<file path="src/rtl/flagged_addsub_pkg.sv">
package flagged_addsub_pkg;
    localparam logic [2:0] OPC_ADD  = 3'd0;
    localparam logic [2:0] OPC_ADDC = 3'd1;
    localparam logic [2:0] OPC_SUB  = 3'd2;
    localparam logic [2:0] OPC_SUBB = 3'd3;
    localparam logic [2:0] OPC_CMP  = 3'd4;
    localparam logic [2:0] OPC_TST  = 3'd5;

    localparam int FLAG_W = 6;
    localparam int FB_CF  = 0;
    localparam int FB_PF  = 1;
    localparam int FB_AF  = 2;
    localparam int FB_ZF  = 3;
    localparam int FB_SF  = 4;
    localparam int FB_OF  = 5;

    function automatic logic even_ones8(input logic [7:0] v);
        return ~(^v);
    endfunction
endpackage

</file>
<file path="src/rtl/fas_core.sv">
module fas_core
    import flagged_addsub_pkg::*;
#(
    parameter int WIDTH = 16
) (
    input  logic [2:0]       op,
    input  logic [WIDTH-1:0] a,
    input  logic [WIDTH-1:0] b,
    input  logic             cf_in,
    output logic [WIDTH-1:0] raw,
    output logic             add_cout,
    output logic             is_sub,
    output logic             is_tst,
    output logic             is_cmp
);
    localparam int EXT_W = WIDTH + 1;

    logic             cin_eff;
    logic [EXT_W-1:0] add_ext;
    logic [EXT_W-1:0] sub_ext;

    always_comb begin
        is_sub  = (op == OPC_SUB) || (op == OPC_SUBB) || (op == OPC_CMP);
        is_tst  = (op == OPC_TST);
        is_cmp  = (op == OPC_CMP);
        cin_eff = cf_in && ((op == OPC_ADDC) || (op == OPC_SUBB));
        add_ext = {1'b0, a} + {1'b0, b} + {{WIDTH{1'b0}}, cin_eff};
        sub_ext = {1'b0, a} - {1'b0, b} - {{WIDTH{1'b0}}, cin_eff};
        add_cout = add_ext[WIDTH];
        if (is_tst)      raw = a & b;
        else if (is_sub) raw = sub_ext[WIDTH-1:0];
        else             raw = add_ext[WIDTH-1:0];
    end
endmodule

</file>
<file path="src/rtl/fas_chain.sv">
module fas_chain #(
    parameter int WIDTH = 16
) (
    input  logic [WIDTH-1:0] a,
    input  logic [WIDTH-1:0] b,
    input  logic [WIDTH-1:0] r,
    input  logic             is_sub,
    output logic             aux,
    output logic             ovf,
    output logic             borrow
);
    logic [WIDTH-1:0] chain;

    for (genvar i = 0; i < WIDTH; i++) begin : g_bit
        logic carry_bit;
        logic borrow_bit;
        assign carry_bit  = (a[i] & b[i]) | (~r[i] & (a[i] | b[i]));
        assign borrow_bit = (~a[i] & b[i]) | (r[i] & (~a[i] | b[i]));
        assign chain[i]   = is_sub ? borrow_bit : carry_bit;
    end

    assign aux    = chain[3];
    assign ovf    = chain[WIDTH-1] ^ chain[WIDTH-2];
    assign borrow = chain[WIDTH-1];
endmodule

</file>
<file path="src/rtl/fas_flags.sv">
module fas_flags
    import flagged_addsub_pkg::*;
#(
    parameter int WIDTH = 16
) (
    input  logic [WIDTH-1:0]  raw,
    input  logic              is_sub,
    input  logic              is_tst,
    input  logic              add_cout,
    input  logic              aux,
    input  logic              ovf,
    input  logic              borrow,
    output logic [FLAG_W-1:0] flags
);
    always_comb begin
        flags        = '0;
        flags[FB_CF] = is_tst ? 1'b0 : (is_sub ? borrow : add_cout);
        flags[FB_OF] = is_tst ? 1'b0 : ovf;
        flags[FB_AF] = is_tst ? 1'b0 : aux;
        flags[FB_ZF] = (raw == '0);
        flags[FB_SF] = raw[WIDTH-1];
        flags[FB_PF] = even_ones8(raw[7:0]);
    end
endmodule

</file>
<file path="src/rtl/flagged_addsub.sv">
module flagged_addsub
    import flagged_addsub_pkg::*;
#(
    parameter int WIDTH   = 16,
    parameter bit OUT_REG = 1'b1
) (
    input  logic              clk,
    input  logic              rst_n,
    input  logic              valid_in,
    input  logic [2:0]        op_in,
    input  logic [WIDTH-1:0]  a_in,
    input  logic [WIDTH-1:0]  b_in,
    input  logic              cf_in,
    output logic              valid_out,
    output logic [WIDTH-1:0]  result_out,
    output logic [FLAG_W-1:0] flags_out
);
    typedef struct packed {
        logic              vld;
        logic [WIDTH-1:0]  res;
        logic [FLAG_W-1:0] flg;
    } out_t;

    logic [WIDTH-1:0]  raw;
    logic              add_cout, is_sub, is_tst, is_cmp;
    logic              aux, ovf, borrow;
    logic [FLAG_W-1:0] flg_c;
    logic [WIDTH-1:0]  res_c;

    fas_core #(.WIDTH(WIDTH)) core_i (
        .op(op_in), .a(a_in), .b(b_in), .cf_in(cf_in),
        .raw(raw), .add_cout(add_cout),
        .is_sub(is_sub), .is_tst(is_tst), .is_cmp(is_cmp)
    );

    fas_chain #(.WIDTH(WIDTH)) chain_i (
        .a(a_in), .b(b_in), .r(raw), .is_sub(is_sub),
        .aux(aux), .ovf(ovf), .borrow(borrow)
    );

    fas_flags #(.WIDTH(WIDTH)) flags_i (
        .raw(raw), .is_sub(is_sub), .is_tst(is_tst), .add_cout(add_cout),
        .aux(aux), .ovf(ovf), .borrow(borrow), .flags(flg_c)
    );

    assign res_c = is_cmp ? a_in : raw;

    if (OUT_REG) begin : g_reg
        out_t st_d, st_q;

        always_comb begin
            st_d     = st_q;
            st_d.vld = valid_in;
            if (valid_in) begin
                st_d.res = res_c;
                st_d.flg = flg_c;
            end
        end

        always_ff @(posedge clk) begin
            if (!rst_n) st_q <= '0;
            else        st_q <= st_d;
        end

        assign valid_out  = st_q.vld;
        assign result_out = st_q.res;
        assign flags_out  = st_q.flg;

        assert_valid_follows_R1: assert property (@(posedge clk) disable iff (!rst_n)
            valid_in |=> valid_out);
        assert_idle_holds_R1: assert property (@(posedge clk) disable iff (!rst_n)
            !valid_in |=> (!valid_out && $stable(result_out) && $stable(flags_out)));
        assert_cmp_returns_a_R10: assert property (@(posedge clk) disable iff (!rst_n)
            (valid_in && op_in == OPC_CMP) |=> (result_out == $past(a_in)));
        assert_test_clears_R11: assert property (@(posedge clk) disable iff (!rst_n)
            (valid_in && op_in == OPC_TST) |=>
                (!flags_out[FB_CF] && !flags_out[FB_OF] && !flags_out[FB_AF]));
        assert_zero_sign_R9: assert property (@(posedge clk) disable iff (!rst_n)
            (valid_in && op_in != OPC_CMP) |=>
                ((flags_out[FB_ZF] == (result_out == '0)) && (flags_out[FB_SF] == result_out[WIDTH-1])));
        assert_parity_R8: assert property (@(posedge clk) disable iff (!rst_n)
            (valid_in && op_in != OPC_CMP) |=> (flags_out[FB_PF] == ~(^result_out[7:0])));
    end else begin : g_comb
        assign valid_out  = valid_in;
        assign result_out = res_c;
        assign flags_out  = flg_c;
    end
endmodule

</file>
<file path="config.mk">
export PLATFORM = sky130hd
export DESIGN_NAME = flagged_addsub
export DESIGN_NICKNAME = d
export VERILOG_FILES = /design/src/rtl/flagged_addsub_pkg.sv /design/src/rtl/fas_core.sv /design/src/rtl/fas_chain.sv /design/src/rtl/fas_flags.sv /design/src/rtl/flagged_addsub.sv
export SDC_FILE = /design/constraint.sdc
export NUM_CORES = 1
export LEC_CHECK = 0
export ABC_AREA = 1
export CAP_MARGIN = 20
export CORE_UTILIZATION = 45
export CTS_CLUSTER_DIAMETER = 50
export DETAILED_ROUTE_END_ITERATION = 8
export GPL_TIMING_DRIVEN = 0
export PLACE_DENSITY_LB_ADDON = 0.3
export SETUP_SLACK_MARGIN = 0.4
export SYNTH_ARGS = -nofsm -noshare
export SYNTH_HDL_FRONTEND = slang
export SYNTH_HIERARCHICAL = 1
export SYNTH_SLANG_ARGS = --single-unit
</file>
<file path="constraint.sdc">
create_clock -name clk -period 4.15 [get_ports clk]
set_input_delay 0.415 -clock clk [delete_from_list [all_inputs] [get_ports clk]]
set_output_delay 0.415 -clock clk [all_outputs]
set_load 0.1 [all_outputs]
</file>
==> impl_metrics.ini <==
[timing]
finalMaxSlewViolations = 0
hold_slack_ns = 0.453
grt_setup_unrepaired = no
setup_viol = 0
period_share = 0.838
relSlewSlack = 0.339
worst_pin_slew_ns = 0.989
max_freq_mhz = 287
tns_ns = 0
finalCriticalPeriod_ns = 3.48
fin_skew_ns = 0
hold_viol = 0

[worst_hold_path]
min-delay-start = valid_in
hp-class = in -> reg
hold_depth = 3

[routing]
viasPerCell = 5.01
vias = 4573
drtPass1Iterations = 5
wl_per_cell_um = 12.6
drcViolationCount = 0
ant_nets = 0
routed_wl_um = 11500
drt_iter0_drc = 295

[global_route]
antenna_found_initial = 0
grt_pass1_wl_um = 18800
grt_pass1_vias = 4284
grtUsageTotal = 0.258
grt_start_max_net_pins = 17
grt_overflow = 0

[run]
maxCapViolCount = 0

[place]
port_buffers = 60
dpl-instance-area_mm2 = 0.00472
gp_congestion = 0.869
dpl.hpwl_um = 9580

[layout]
num_antenna_cells = 0
drive_gt1_frac = 0.0421
syn2layout_area_growth_pct = 20.4
finalInstanceArea_mm2 = 0.00480
num-fill-cells = 874
layout.nets = 900

[worst_setup_path]
crit_start = op_in[0]
rr_startpoint = flags_out[1]
reg2regPathDepth = 2
required_ns = 4.35
cp_max_fo = 6
endpoint = flags_out[0]
r2r_slack_ns = 3.51
rr_endpoint = flags_out[1]
cp-start-kind = input port
setup.worst_path.end_class = flip-flop
crit_arrival_ns = 3.68
crit_type = in -> reg

[synth]
seq_area_frac_synth = 0.115
synth_cells = 744
ys.flop_type = dfxtp_1
ys_warn_count = 6
synth_edf_count = 0
synth_cell_types = 30
syn_nets = 835
ys_top_cells_by_area = nand2_1 (22%), ha_1 (15%), inv_1 (14%)
yosysTopAreaCell = nand2_1
synthDominantCellAreaShare = 0.225
avgSynthCellArea_um2 = 5.36
synthArstFlopShare = 0
synth-seq-cells = 23
syn_area_mm2 = 0.00399

[floorplanning]
fp.dieH_um = 96.2
core_mm2 = 0.00838
start_util = 0.476
fp.dieW_um = 96.2
die_area_mm2 = 0.00924
rows = 33
ios = 62

[power]
power_w = 0.00131
p_per_area_mw_per_mm2 = 273
peakVddDrop_uv = 188
p_leak_nw = 2.80

[status]
status = complete, no violations

[clock_network]
cts_sinks = 23
clkTransAtPathRegs_ns = 0.08
htreeDepth = 1
cts-buffers-inserted = 3
root_buffer = clkbuf_8
ctsHoldBuffers = 0
insertion_delay_ns = 0.26
cts_tree = built
clockBufferDepth = 2
-- final cells by class --
| type | count | area [um2] | share of cell area |
|---|---|---|---|
| Buffer | 15 | 115 | 0.0240 |
| Clock buffer | 4 | 45.0 | 0.00938 |
| Inverter | 152 | 571 | 0.119 |
| Multi-Input combinational cell | 554 | 2870 | 0.598 |
| Sequential cell | 23 | 460 | 0.0959 |
| Tap cell | 105 | 131 | 0.0274 |
| Timing Repair Buffer | 60 | 608 | 0.127 |
-- timing repair --
| action | in CTS | in global routing |
|---|---|---|
| setup endpoints to repair | 0 | 3 |
| resized for setup | 0 | 8 |
| buffers inserted | 0 | 0 |
-- cell families after synthesis --
family / count (synthesis) / share of synthesized area
AND/OR/NAND/NOR: 415 / 0.419
buffers and inverters: 167 / 0.172
AO/OA/AOI/OAI: 78 / 0.103
adder cells (fa/ha/maj): 52 / 0.171
flip-flops: 23 / 0.115
XOR/XNOR: 9 / 0.0198
-- worst min path at each step --
stage	end	slack [ns]
floorplan	result_out[0]	0.56
global placement	flags_out[0]	0.49
detailed placement	flags_out[4]	0.50
CTS	valid_out	0.45
global route	valid_out	0.46
finish	valid_out	0.45
-- cells in the mapped netlist, types with 2 or more instances --
| cell | count |
|---|---|
| a21oi_1 | 27 |
| a22oi_1 | 2 |
| and2_1 | 2 |
| buf_2 | 8 |
| buf_4 | 3 |
| clkbuf_8 | 3 |
| dfxtp_1 | 23 |
| fa_1 | 4 |
| ha_1 | 48 |
| inv_1 | 147 |
| inv_2 | 5 |
| nand2_1 | 239 |
| nand3_1 | 44 |
| nand3b_1 | 4 |
| nand4_1 | 6 |
| nor2_1 | 109 |
| nor2_2 | 3 |
| nor3_1 | 6 |
| o21ai_0 | 36 |
| o21ai_1 | 6 |
| o21bai_1 | 3 |
| xnor2_1 | 3 |
| xor2_1 | 6 |
-- state kept, by name, indices dropped and copies added, names as in the netlist --
name / cells
result_out: 16
flags_out: 6
valid_out: 1
-- report_power, final --
part	total, W	internal, W	switching, W
Sequential	0.000254	0.000243	0.0000104
Clock	0.000137	0.0000685	0.0000681
Combinational	0.000923	0.000310	0.000613
-- per-stage QoR --
step,util,instances,setup slack [ns]
after floorplan,-,744,1.32
after global placement,0.563,909,0.356
after detailed placement,0.563,909,0.318
after CTS,0.569,913,0.583
after global routing,0.573,913,0.414
final,0.573,913,0.672
-- per-layer routing --
layer | wire (um) | global-route usage | vias up
met3 | 582 | 0.0190 | 18
met1 | 5200 | 0.333 | 2030
li1 | - | - | 2388
met2 | 5460 | 0.466 | 137
met5 | 0 | 0 | -
met4 | 261 | 0.0535 | 0
-- layout by cell type, fill, tap and decap left out, drive strengths merged, types with 7 or more instances in the layout --
master and n:
nand3 45, clkbuf 7, buf 12, nor2 112, ha 48, a21oi 27, clkdlybuf4s50 57, nand2 240
o21ai 43, dfxtp 23, inv 152
-- worst max-delay path: stages --
cell and delay [ns]:
clkdlybuf4s50_1 0.49, nand2_1 0.06, nor2_1 0.19, fa_1 0.48, ha_1 0.23, o21ai_0 0.16, nand2_1 0.11, nand2_1 0.09
nand2_2 0.09, nand2_1 0.09, nand2_1 0.05, nand2_1 0.05, nand3_1 0.09, nand2_1 0.09, nand2_1 0.06, nand2_2 0.12
inv_1 0.08, nand2_1 0.10, nand3_1 0.09, nand2_1 0.09, inv_1 0.04, a211oi_1 0.23, nor2_1 0.08, nor2_1 0.10
(Power assumes the default switching activity.)
